<file path="src/rtl/oscSettlePkg.sv">
package oscSettlePkg;

  // Strobes from the control to the datapath
  typedef struct packed {
    logic clear;    // zero the count this edge
    logic advance;  // add one this edge (never together with clear)
  } stepCmd_t;

endpackage

</file>
<file path="src/rtl/oscSettleCtrl.sv">
module oscSettleCtrl
  import oscSettlePkg::*;
(
  input  logic     clk,
  input  logic     rstN,
  input  logic     stopEnter,
  input  logic     stopRelease,
  input  logic     extClkSel,
  input  logic     oscModeSel,
  input  logic     clkSelLow,
  input  logic     mainClkSel,
  input  logic     wrEn,
  input  logic     wrData,
  output logic     mainStop,
  output logic     wrReject,
  output stepCmd_t cmd
);

  logic permitStop;
  logic stopSet;
  logic stopBad;
  logic stopClr;
  logic oscRun;
  logic mainStopQ;
  logic wrRejectQ;

  // Stopping is legal unless the CPU runs from the high-speed system clock
  always_comb begin
    permitStop = clkSelLow || !mainClkSel;
    stopSet    = wrEn && wrData && permitStop;
    stopBad    = wrEn && wrData && !permitStop;
    stopClr    = wrEn && !wrData;
  end

  always_ff @(posedge clk) begin
    if (!rstN) begin
      mainStopQ <= 1'b1;
      wrRejectQ <= 1'b0;
    end else begin
      if (stopSet)      mainStopQ <= 1'b1;
      else if (stopClr) mainStopQ <= 1'b0;
      wrRejectQ <= stopBad;
    end
  end

  // Clear has priority over counting in the same cycle
  always_comb begin
    oscRun      = !extClkSel && oscModeSel && !mainStopQ;
    cmd.clear   = stopEnter || stopRelease || stopSet;
    cmd.advance = oscRun && !cmd.clear;
  end

  assign mainStop = mainStopQ;
  assign wrReject = wrRejectQ;

endmodule

</file>
<file path="src/rtl/oscSettleData.sv">
module oscSettleData
  import oscSettlePkg::*;
#(
  parameter int FIRST_EXP = 8,
  parameter int NUM_BITS  = 8,
  parameter int SEL_W     = (NUM_BITS > 1) ? $clog2(NUM_BITS) : 1
) (
  input  logic                clk,
  input  logic                rstN,
  input  stepCmd_t            cmd,
  input  logic [SEL_W-1:0]    bitSel,
  output logic [NUM_BITS-1:0] statusByte,
  output logic                statusBit
);

  localparam int CNT_W = FIRST_EXP + NUM_BITS;
  localparam logic [CNT_W-1:0] SAT_VAL = CNT_W'(1) << (FIRST_EXP + NUM_BITS - 1);

  logic [CNT_W-1:0] cycleCnt;
  logic             atSat;

  assign atSat = (cycleCnt == SAT_VAL);

  always_ff @(posedge clk) begin
    if (!rstN) begin
      cycleCnt <= '0;
    end else if (cmd.clear) begin
      cycleCnt <= '0;
    end else if (cmd.advance && !atSat) begin
      cycleCnt <= cycleCnt + CNT_W'(1);
    end
  end

  // Thermometer from the MSB downward: lowest threshold on the top bit
  for (genvar i = 0; i < NUM_BITS; i++) begin : gThermo
    localparam logic [CNT_W-1:0] THRESH = CNT_W'(1) << (FIRST_EXP + i);
    assign statusByte[NUM_BITS-1-i] = (cycleCnt >= THRESH);
  end

  assign statusBit = statusByte[bitSel];

endmodule

</file>
<file path="src/rtl/oscSettleStatus.sv">
module oscSettleStatus
  import oscSettlePkg::*;
#(
  parameter int FIRST_EXP = 8,
  parameter int NUM_BITS  = 8,
  parameter int SEL_W     = (NUM_BITS > 1) ? $clog2(NUM_BITS) : 1
) (
  input  logic                clk,
  input  logic                rstN,
  input  logic                stopEnter,
  input  logic                stopRelease,
  input  logic                extClkSel,
  input  logic                oscModeSel,
  input  logic                clkSelLow,
  input  logic                mainClkSel,
  input  logic                wrEn,
  input  logic                wrData,
  input  logic [SEL_W-1:0]    bitSel,
  output logic [NUM_BITS-1:0] statusByte,
  output logic                statusBit,
  output logic                mainStop,
  output logic                wrReject
);

  stepCmd_t stepCmd;

  oscSettleCtrl uCtrl (
    .clk(clk), .rstN(rstN), .stopEnter(stopEnter), .stopRelease(stopRelease),
    .extClkSel(extClkSel), .oscModeSel(oscModeSel), .clkSelLow(clkSelLow),
    .mainClkSel(mainClkSel), .wrEn(wrEn), .wrData(wrData),
    .mainStop(mainStop), .wrReject(wrReject), .cmd(stepCmd)
  );

  oscSettleData #(.FIRST_EXP(FIRST_EXP), .NUM_BITS(NUM_BITS), .SEL_W(SEL_W)) uData (
    .clk(clk), .rstN(rstN), .cmd(stepCmd), .bitSel(bitSel),
    .statusByte(statusByte), .statusBit(statusBit)
  );

endmodule

</file>
<file path="config.mk">
export PLATFORM = sky130hd
export DESIGN_NAME = oscSettleStatus
export DESIGN_NICKNAME = d
export VERILOG_FILES = /design/src/rtl/oscSettlePkg.sv /design/src/rtl/oscSettleCtrl.sv /design/src/rtl/oscSettleData.sv /design/src/rtl/oscSettleStatus.sv
export SDC_FILE = /design/constraint.sdc
export NUM_CORES = 1
export LEC_CHECK = 0
export ABC_AREA = 0
export BUFFER_PORTS_ARGS = -buffer_cell sky130_fd_sc_hd__buf_2
export CAP_MARGIN = 20
export CORE_ASPECT_RATIO = 0.8
export CORE_MARGIN = 8
export CORE_UTILIZATION = 57
export CTS_CLUSTER_SIZE = 16
export DETAILED_ROUTE_END_ITERATION = 12
export MAX_ROUTING_LAYER = met4
export PLACE_DENSITY_LB_ADDON = 0.25
export SLEW_MARGIN = 20
export SYNTH_ARGS = -nofsm -noshare
export SYNTH_HDL_FRONTEND = slang
export SYNTH_SLANG_ARGS = --single-unit
</file>
<file path="constraint.sdc">
create_clock -name clk -period 5.16 [get_ports clk]
set_clock_uncertainty 0.2 [all_clocks]
set_input_delay 1.29 -clock clk [delete_from_list [all_inputs] [get_ports clk]]
set_output_delay 1.29 -clock clk [all_outputs]
set_load 0.02 [all_outputs]
</file>
Yosys cells after proc, flatten, opt, wreduce, memory -nomap -nowiden
Index checks and enable logic that the tools add are counted.
{ "totals": {"register_bits": 18, "word_cells": 37} }
{ "classes": {"add_sub_neg": 1, "magnitude_cmp": 9, "n_eq_ne": 1, "muxes": 2, "n_bitwise": 1, "reduce_logical": 20} }
{ "ops": {"columns": ["operator", "count"], "rows": [
  ["16-bit by 1-bit adder with 16-bit output, second input constant", 1],
  ["16-bit equality test, second input constant", 1],
  ["16-bit by 10-bit >= comparator with 1-bit output, second input constant", 1],
  ["16-bit by 11-bit >= comparator with 1-bit output, second input constant", 1],
  ["16-bit by 12-bit >= comparator with 1-bit output, second input constant", 1],
  ["16-bit by 13-bit >= comparator with 1-bit output, second input constant", 1],
  ["16-bit by 14-bit >= comparator with 1-bit output, second input constant", 1],
  ["16-bit by 15-bit >= comparator with 1-bit output, second input constant", 1],
  ["16-bit >= comparator, second input constant", 1],
  ["16-bit by 9-bit >= comparator with 1-bit output, second input constant", 1],
  ["1-bit logical AND", 8],
  ["1-bit zero test", 7],
  ["3-bit by 4-bit < comparator with 1-bit output, second input constant", 1],
  ["2-bit OR reduction", 2],
  ["1-bit binary-select mux with 3-bit select", 1],
  ["1-bit logical OR", 3],
  ["1-bit two-way mux", 1],
  ["1-bit NOT", 1]
]} }

Longest topological paths before layout
Gate-level depths: netlist of run 1.
{ "depth": {"ltp_word": 7, "mapped_depth": 7, "depth_no_buf": 6} }

By module
Synthesis of run 1 repeated with hierarchy kept, for this count alone.
{ "unflattened": {"hier_cells": 123, "area_unflattened_um2": 1017.2} }
{ "modules_own_cells": {"columns": ["mod", "n_inst", "cells_each", "area_per_inst_um2"], "rows": [
  ["oscSettleData", 1, 111, 900.9],
  ["oscSettleCtrl", 1, 12, 116.4]
]} }

Worst setup path before layout of run 1
No wires, ideal clock.
{ "synth_path": {"path_kind": "input port to output port", "startpoint": "input port bitSel[0]", "endpoint": "output port statusBit", "arrival_ns": 1.975, "t_required_ns": 3.670, "path_slack_ns": 1.695, "path_stages": 4, "cell_sequence": "a21oi_1 > nor2_1 > o22a_1 > o32a_1"} }
{ "synth_between": {"elab_chain_cells": 2} }
{ "synth_lines": {"columns": ["element", "line", "rtl"], "rows": [
  ["start, declared", "oscSettleStatus.sv:18", "input logic [SEL_W-1:0] bitSel,"],
  ["1-bit binary-select mux with 3-bit select", "oscSettleData.sv:40", "assign statusBit = statusByte[bitSel];"],
  ["1-bit two-way mux (not written as such)", "oscSettleData.sv:40", null],
  ["end, declared", "oscSettleStatus.sv:20", "output logic statusBit,"]
]} }
No other way between the ends. The select of a mux whose other input is x is not followed.

Worst setup path in the final report of run 1
Ends and elaborated chain as after synthesis.

==> impl_metrics.ini, run 1 <==
[sta]
worstMarginPinSlew_ns = 0.706
timing.fmax_mhz = 269
rsz0062_at_grt = false
min_period_over_period = 0.721
timing.setup.tns_ns = 0
slew_headroom = 0.528
hold_viol = 0
finalSetupViolCount = 0
min_period_ns = 3.72
drv_slew = 0
hold-worst-slack_ns = 0.353

[routing]
vias = 1143
met1Wirelength_mm = 1.23
ant_nets = 0
drt_iter0_markers = 44
wl_mm = 2.87
wl_met2_mm = 1.40
route.met3.wl_um = 205
drc_errors = 0
vias_per_cell = 6.46
wl_per_cell_um = 16.2
firstDrtPassIters = 4
dr.max_layer_used = met4

[placement]
gp_congestion = 0.875
portBuffers = 23
hpwlAfterDp_mm = 2.15

[clock_network]
hold_buffers = 0
cts_tree = done
cts_buffers = 3
cts_setup_buffers = 0
clockBufferDepth = 2
path_clk_slew_ns = 0.10
ctsRootBufferMaster = clkbuf_4
cts_sinks = 18
h-tree-depth = 1
cts_resized = 0
worst_skew_pair.late_latency_ns = 0.30

[global_routing]
grt_overflow = 0
track_usage = 0.154
grt_first_pass_wirelength_mm = 4.40
first_global_vias = 949
grt_max_degree = 29
antenna_found_initial = 0

[floorplanning]
die_width_um = 65.4
die_area_sq_um = 3630
core_area_sq_um = 1860
fp.dieH_um = 55.5
row_count = 14
start_util = 0.600
io_pins = 24

[power]
power_leakage_nw = 0.476
ir_worst_vdd_mv = 0.177
pwr_density_cell_nw_per_um2 = 194

[finish]
nets = 169
syn2layout_area_growth_pct = 13.5
multi_input_area_sq_um = 688
drive_gt1_frac = 0.242
antennaDiodeCount = 0
fillCellCount = 167
seq_area_sq_um = 360

[min_path]
min_path_type = flop to flop

[critical_path]
cpMaxStageDelayCell = o32a_1
end_kind = output port
critical_path_class = primary input to output port
crit_fanout = 4
path_common_cell = buf_2
critical-path-top-delay-family = compound AO/OA/AOI/OAI gates
cpPeakStageDelay_ns = 0.28
cp.arrival_ns = 2.23
path_cells = buf_2, a21oi_1, nor2_1, o22a_1, o32a_1, buf_2
cp.required_ns = 3.67
critPathBufInv = 2
start_kind = primary input

[logic_synthesis]
yosys.area_share.adder = 0.0225
synth_area_leader_cell = dfxtp_1
muxShareOfSynthArea = 0
synth_seq_cells = 18
synth_xor_area_frac = 0.00787
syn-cell-area_sq_um = 1110
synth_nets = 147
synth_top_cell_area_share = 0.324
synth_compound_area_frac = 0.253
avgSynthCellArea_sq_um = 8.44
synth-simple-area-share = 0.335
synthTopCellsByArea = dfxtp_1 32%, o31ai_1 8.8%, or4_1 8.1%, a21oi_1 6.7%, or3_1 2.8%
ys_seq_area_frac = 0.324
syn_inst = 132
yosysWarnings = 0
synth_top_family_by_area = simple AND/OR/NAND/NOR gates
ys_types = 37

[outcome]
outcome = complete, no violations

[run]
maxCapViolCount = 0
[layer usage]
layer / global-route usage / vias up
met3: 0.0523 / 4
li1: - / 563
met1: 0.180 / 539
met2: 0.241 / 37
met4: 0.0466 / 0
met5: - / -
[cells in the mapped netlist]
master and number:
nand4_1 3, o211a_1 1, inv_1 7, o211ai_1 3, nand2_1 8, and4_1 3
a21oi_1 15, o31ai_1 13, nor4b_1 2, o21ai_0 2, nor3b_1 1, nand3_1 5
nor2_2 1, ha_1 2, nor4_1 1, a211o_1 1, o211ai_4 1, o22ai_1 1
or2_1 1, xnor2_1 1, o2111a_1 1, nand2b_1 1, or4_1 12, dfxtp_1 18
o22a_1 1, nor2_1 5, o32a_1 1, nor3b_4 1, and3_1 1, nand4_2 2
buf_6 1, nor3_1 1, or3_1 5, nor2b_2 1, clkbuf_1 2, buf_2 4
or2_2 3
[tightest hold or removal path, delay by kind of cell (launching register included)]
kind | cells | cell delay (ns)
DFF | 1 | 0.38
AOI/OAI and AO/OA | 2 | 0.14
[area by class of cell]
type                    count  area share
repair buffers             24      0.0970
well taps                  24      0.0238
clock buffers               4      0.0287
inverters                   7      0.0208
multi-input cells         100       0.545
flip-flops and latches     18       0.285
[per-stage QoR]
stage                     worst slack [ns]   util  std cells  power (mW)  instance area (sq um)
after detailed placement              1.43  0.657        172       0.160                   1220
after CTS                             1.43  0.677        176       0.247                   1260
after global placement                1.50  0.657        172       0.159                   1220
after floorplan                       1.69      -        132       0.152                   1110
after global routing                  1.39  0.681        177       0.254                   1260
final                                 1.44  0.681        177       0.245                   1260
[logic make-up after synthesis]
family / after synthesis
buffers and inverters: 14
AND/OR/NAND/NOR: 57
AO/OA/AOI/OAI: 40
XOR/XNOR: 1
flip-flops: 18
adder cells (fa/ha/maj): 2
[path summary, 6_finish.rpt]
| path | startpoint | slack, ns | to | cells past startpoint |
|---|---|---|---|---|
| worst min register to register | uData.cycleCnt[5] | 0.35 | uData.cycleCnt[5] | 2 |
| worst max register to register | uData.cycleCnt[1] | 3.13 | uData.cycleCnt[12] | 5 |
| worst max-delay path | bitSel[0] | 1.44 | statusBit | 6 |
| worst min-delay path | uData.cycleCnt[5] | 0.35 | uData.cycleCnt[5] | 2 |
[placed cells by master (no fill, tap or decap), drive strengths merged, types with 5 or more instances in the layout]
cell	n
or4	12
buf	24
or3	5
nand4	5
nand3	5
nor2	6
inv	7
nand2	8
dfxtp	18
a21oi	15
o31ai	13
[report_power, final]
part	internal [mW]	total, mW	switching [mW]
sequential	0.139	0.140	0.000570
combinational	0.00708	0.0173	0.0102
clock	0.0431	0.0876	0.0446
[registers in the layout (all words and copies together), names as in the netlist]
| signal | flops |
|---|---|
| uCtrl.wrReject | 1 |
| uData.cycleCnt | 16 |
| uCtrl.mainStop | 1 |
(Power assumes the default switching activity.)
==> run 2, diff against run 1 <==
--- a/config.mk
+++ b/config.mk
@@ -10,7 +10,7 @@
 export CAP_MARGIN = 20
 export CORE_ASPECT_RATIO = 0.8
 export CORE_MARGIN = 8
-export CORE_UTILIZATION = 57
+export CORE_UTILIZATION = 53
 export CTS_CLUSTER_SIZE = 16
 export DETAILED_ROUTE_END_ITERATION = 12
 export MAX_ROUTING_LAYER = met4
==> constraint.sdc (replaced) <==
create_clock -name clk -period 3.5 [get_ports clk]
set_clock_uncertainty 0.2 [all_clocks]
set_input_delay 0.875 -clock clk [delete_from_list [all_inputs] [get_ports clk]]
set_output_delay 0.875 -clock clk [all_outputs]
set_load 0.02 [all_outputs]
==> impl_metrics.ini, run 2 (synthesized netlist as in run 1, its figures left out) <==
[clock_network]
h-tree-depth = 1
hold_buffers = 0
cts_tree = done
ctsRootBufferMaster = clkbuf_4
path_clk_slew_ns = 0.12
clockBufferDepth = 2
cts_setup_buffers = 0
cts_sinks = 18
cts_resized = 0
worst_skew_pair.late_latency_ns = 0.31
cts_buffers = 3

[min_path]
min_path_cells = 2
min_path_type = flop to flop
min-delay-start = uData.cycleCnt[0]

[critical_path]
cp.arrival_ns = 1.99
path_common_cell = or2_2
r2r_start = uData.cycleCnt[0]
critical_path_class = flop to output port
crit_fanout = 7
critPathLaunch = uData.cycleCnt[15]
path_cells = or3_1, or2_2, nand2b_1, or2_2, buf_2
start_kind = flop
cpMaxStageDelayCell = or3_1
end_kind = output port
cp.required_ns = 2.42
r2r_cells = 5
cpPeakStageDelay_ns = 0.42

[floorplanning]
die_area_sq_um = 3830
start_util = 0.539
core_area_sq_um = 2060
io_pins = 24
die_width_um = 67.2
row_count = 15
fp.dieH_um = 57

[power]
total_power_mw = 0.364
swShare = 0.232
p_sw_mw = 0.0846
seq_power_share = 0.567
p_clk_frac = 0.365
power_leakage_nw = 0.476
ir_worst_vdd_mv = 0.325
pwr_density_cell_nw_per_um2 = 288
comb_power_share = 0.069
cellInternalPower_mw = 0.280

[finish]
drive_gt1_frac = 0.242
syn2layout_area_growth_pct = 13.6
final_common_cell = buf_2
largest_register_ffs = 16
top_register = uData.cycleCnt
final_cell_mix = 23 x buf_2, 18 x dfxtp_1, 15 x a21oi_1
antennaDiodeCount = 0
utilization = 0.613
nets = 169

[sta]
finalWorstSetupSlack_ns = 0.439
timing.setup.tns_ns = 0
min_period_ns = 3.06
timing.fmax_mhz = 327
slew_headroom = 0.541
worstMarginPinSlew_ns = 0.686
drv_slew = 0
finalSetupViolCount = 0
rsz0062_at_grt = false
hold_viol = 0
min_period_over_period = 0.875

[routing]
firstDrtPassIters = 4
wl_per_cell_um = 15.2
wl_mm = 2.71
vias_per_cell = 6.24
drc_errors = 0
ant_nets = 0
drt_iter0_markers = 52
vias = 1111

[placement]
dp_slack_ns = 0.627
portBuffers = 23
hpwlAfterDp_mm = 1.98
gp_congestion = 0.826

[global_routing]
grt_overflow = 0
first_global_vias = 996
grt_max_degree = 29
antenna_found_initial = 0
track_usage = 0.141
grt_first_pass_wirelength_mm = 4.28

[run]
maxCapViolCount = 0

[outcome]
outcome = complete, no violations
## run 2: cell counts in the layout (fill, tap and decap cells not counted)
No cell type changed its count.
## run 2: worst max-delay path: cells and delay by family, from the launching register on
kind	cells	cell delay [ns]
DFF	1	0.39
and+or+nand+nor	4	1.14
buffers and inverters	1	0.16
## run 2: stage by stage
step,cell area (sq um),hold slack [ns],cells
floorplan,1110,0.285,132
global placement,1230,0.319,174
detailed placement,1230,0.336,174
CTS,1260,0.350,178
global route,1260,0.375,178
finish,1260,0.348,178
## run 2: power groups by stage
stage,Combinational [mW],Clock [mW],Sequential (mW)
after global placement,0.0244,0,0.211
after CTS,0.0250,0.134,0.206
final,0.0249,0.133,0.206
after detailed placement,0.0249,0,0.211
after global routing,0.0274,0.142,0.207
after floorplan,0.0115,0,0.212
## run 2: cell type report
type / instances / area [sq um]
Sequential cell: 18 / 360
Tap cell: 25 / 31.3
Inverter: 7 / 26.3
Timing Repair Buffer: 24 / 123
Fill cell: 178 / 800
Clock buffer: 4 / 36.3
Multi-Input combinational cell: 100 / 688
## run 2: worst paths after layout
check / end / slack (ns)
min reg2reg: uData.cycleCnt[0] / 0.35
min: uData.cycleCnt[0] / 0.35
max: statusByte[7] / 0.44
max reg2reg: uData.cycleCnt[12] / 1.53
## run 2: per-layer routing
metal / global-route usage / wire, um / up-vias
met5: - / 0 / -
met4: 0.0327 / 34 / 0
met3: 0.0586 / 326 / 4
met2: 0.203 / 1060 / 38
met1: 0.179 / 1280 / 506
li1: - / - / 563
==> run 3, diff against run 2 <==
--- a/config.mk
+++ b/config.mk
@@ -14,7 +14,7 @@
 export CTS_CLUSTER_SIZE = 16
 export DETAILED_ROUTE_END_ITERATION = 12
 export MAX_ROUTING_LAYER = met4
-export PLACE_DENSITY_LB_ADDON = 0.25
+export PLACE_DENSITY = 0.87
 export SLEW_MARGIN = 20
 export SYNTH_ARGS = -nofsm -noshare
 export SYNTH_HDL_FRONTEND = slang
==> impl_metrics.ini, run 3 (synthesized netlist as in run 1, its figures left out) <==
[outcome]
outcome = complete, no violations

[sta]
timing.fmax_mhz = 328
min_period_over_period = 0.870
worstMarginPinSlew_ns = 0.623
slew_headroom = 0.582
timing.setup.tns_ns = 0
drv_slew = 0
hold_viol = 0
hold-worst-slack_ns = 0.343
min_period_ns = 3.05
rsz0062_at_grt = false
finalSetupViolCount = 0

[global_routing]
track_usage = 0.153
grt_first_pass_wirelength_mm = 4.64
antenna_found_initial = 0
grt_max_degree = 29
grt_overflow = 0
first_global_vias = 1084

[critical_path]
cpPeakStageDelay_ns = 0.41
cp.required_ns = 2.42
cpMaxStageDelayCell = or3_1
r2r_cells = 5
critical_path_class = flop to output port
crit_fanout = 7
start_kind = flop
cp.arrival_ns = 1.97
path_cells = or3_1, or2_2, nand2b_1, or2_2, buf_2
end_kind = output port
path_common_cell = or2_2

[finish]
syn2layout_area_growth_pct = 12.4
top_register = uData.cycleCnt
drive_gt1_frac = 0.237
final_common_cell = buf_2
utilization = 0.606
nets = 169
fillCellCount = 185
largest_register_ffs = 16
antennaDiodeCount = 0
final_cell_mix = 23 x buf_2, 18 x dfxtp_1, 15 x a21oi_1

[power]
pwr_density_cell_nw_per_um2 = 268
p_clk_frac = 0.306
p_sw_mw = 0.0787
cellInternalPower_mw = 0.256
swShare = 0.235
seq_power_share = 0.616
power_leakage_nw = 0.469
ir_worst_vdd_mv = 0.180
comb_power_share = 0.078

[floorplanning]
row_count = 15
start_util = 0.539
die_area_sq_um = 3830
io_pins = 24
fp.dieH_um = 57
die_width_um = 67.2
core_area_sq_um = 2060

[placement]
hpwlAfterDp_mm = 2.15
portBuffers = 23
gp_congestion = 0.851

[clock_network]
clockBufferDepth = 2
worst_skew_pair.late_latency_ns = 0.30
cts_resized = 0
ctsRootBufferMaster = clkbuf_4
cts_setup_buffers = 0
cts_buffers = 3
hold_buffers = 0
cts_sinks = 18
cts_tree = done
h-tree-depth = 1
path_clk_slew_ns = 0.10

[min_path]
min_path_cells = 2
min_path_type = flop to flop

[routing]
drc_errors = 0
wl_mm = 2.83
ant_nets = 0
firstDrtPassIters = 5
vias_per_cell = 6.49
vias = 1148
wl_per_cell_um = 16.0
drt_iter0_markers = 64

[run]
maxCapViolCount = 0
-- run 3: cell count changes in the layout (fill, tap and decap cells not counted) --
cell	previous run	this run
clkbuf_8	1	0
-- run 3: power by group through the flow --
stage / registers, mW / logic (mW) / clock network, mW
2_1_floorplan: 0.212 / 0.0115 / 0
3_3_place_gp: 0.211 / 0.0241 / 0
3_5_place_dp: 0.211 / 0.0258 / 0
4_1_cts: 0.206 / 0.0259 / 0.108
5_1_grt: 0.207 / 0.0278 / 0.114
6_report: 0.206 / 0.0260 / 0.102
-- run 3: final cells by class --
class,count,area [sq um],share of cell area
sequential,18,360,0.288
tap,25,31.3,0.0250
timing repair buffer,24,123,0.0980
clock buffer,3,22.5,0.0180
multi-input combinational,100,688,0.550
inverter,7,26.3,0.0210
-- run 3: critical path, delay by kind of cell (launching register included) --
family | cells | cell delay, ns
and+or+nand+nor | 4 | 1.14
DFF | 1 | 0.37
buffers and inverters | 1 | 0.16
-- run 3: per-layer routing --
| metal | routed length, um | vias up | share of wire | GRT usage |
|---|---|---|---|---|
| met2 | 1380 | 36 | 0.49 | 0.251 |
| li1 | - | 559 | - | - |
| met1 | 1190 | 547 | 0.42 | 0.165 |
| met3 | 213 | 6 | 0.075 | 0.0547 |
| met4 | 42 | 0 | 0.015 | 0.0565 |
| met5 | 0 | - | 0 | - |
-- run 3: worst paths after layout --
check / slack [ns] / startpoint / endpoint
max: 0.45 / uData.cycleCnt[15] / statusByte[7]
min: 0.34 / uData.cycleCnt[15] / uData.cycleCnt[15]
max reg2reg: 1.47 / uData.cycleCnt[0] / uData.cycleCnt[12]
min reg2reg: 0.34 / uData.cycleCnt[15] / uData.cycleCnt[15]
-- run 3: through the flow --
| step | cells | setup slack, ns | power (mW) | area (sq um) |
|---|---|---|---|---|
| floorplan | 132 | 0.593 | 0.224 | 1110 |
| global placement | 174 | 0.665 | 0.235 | 1230 |
| detailed placement | 174 | 0.588 | 0.237 | 1230 |
| CTS | 177 | 0.451 | 0.340 | 1250 |
| global route | 177 | 0.369 | 0.348 | 1250 |
| finish | 177 | 0.454 | 0.335 | 1250 |
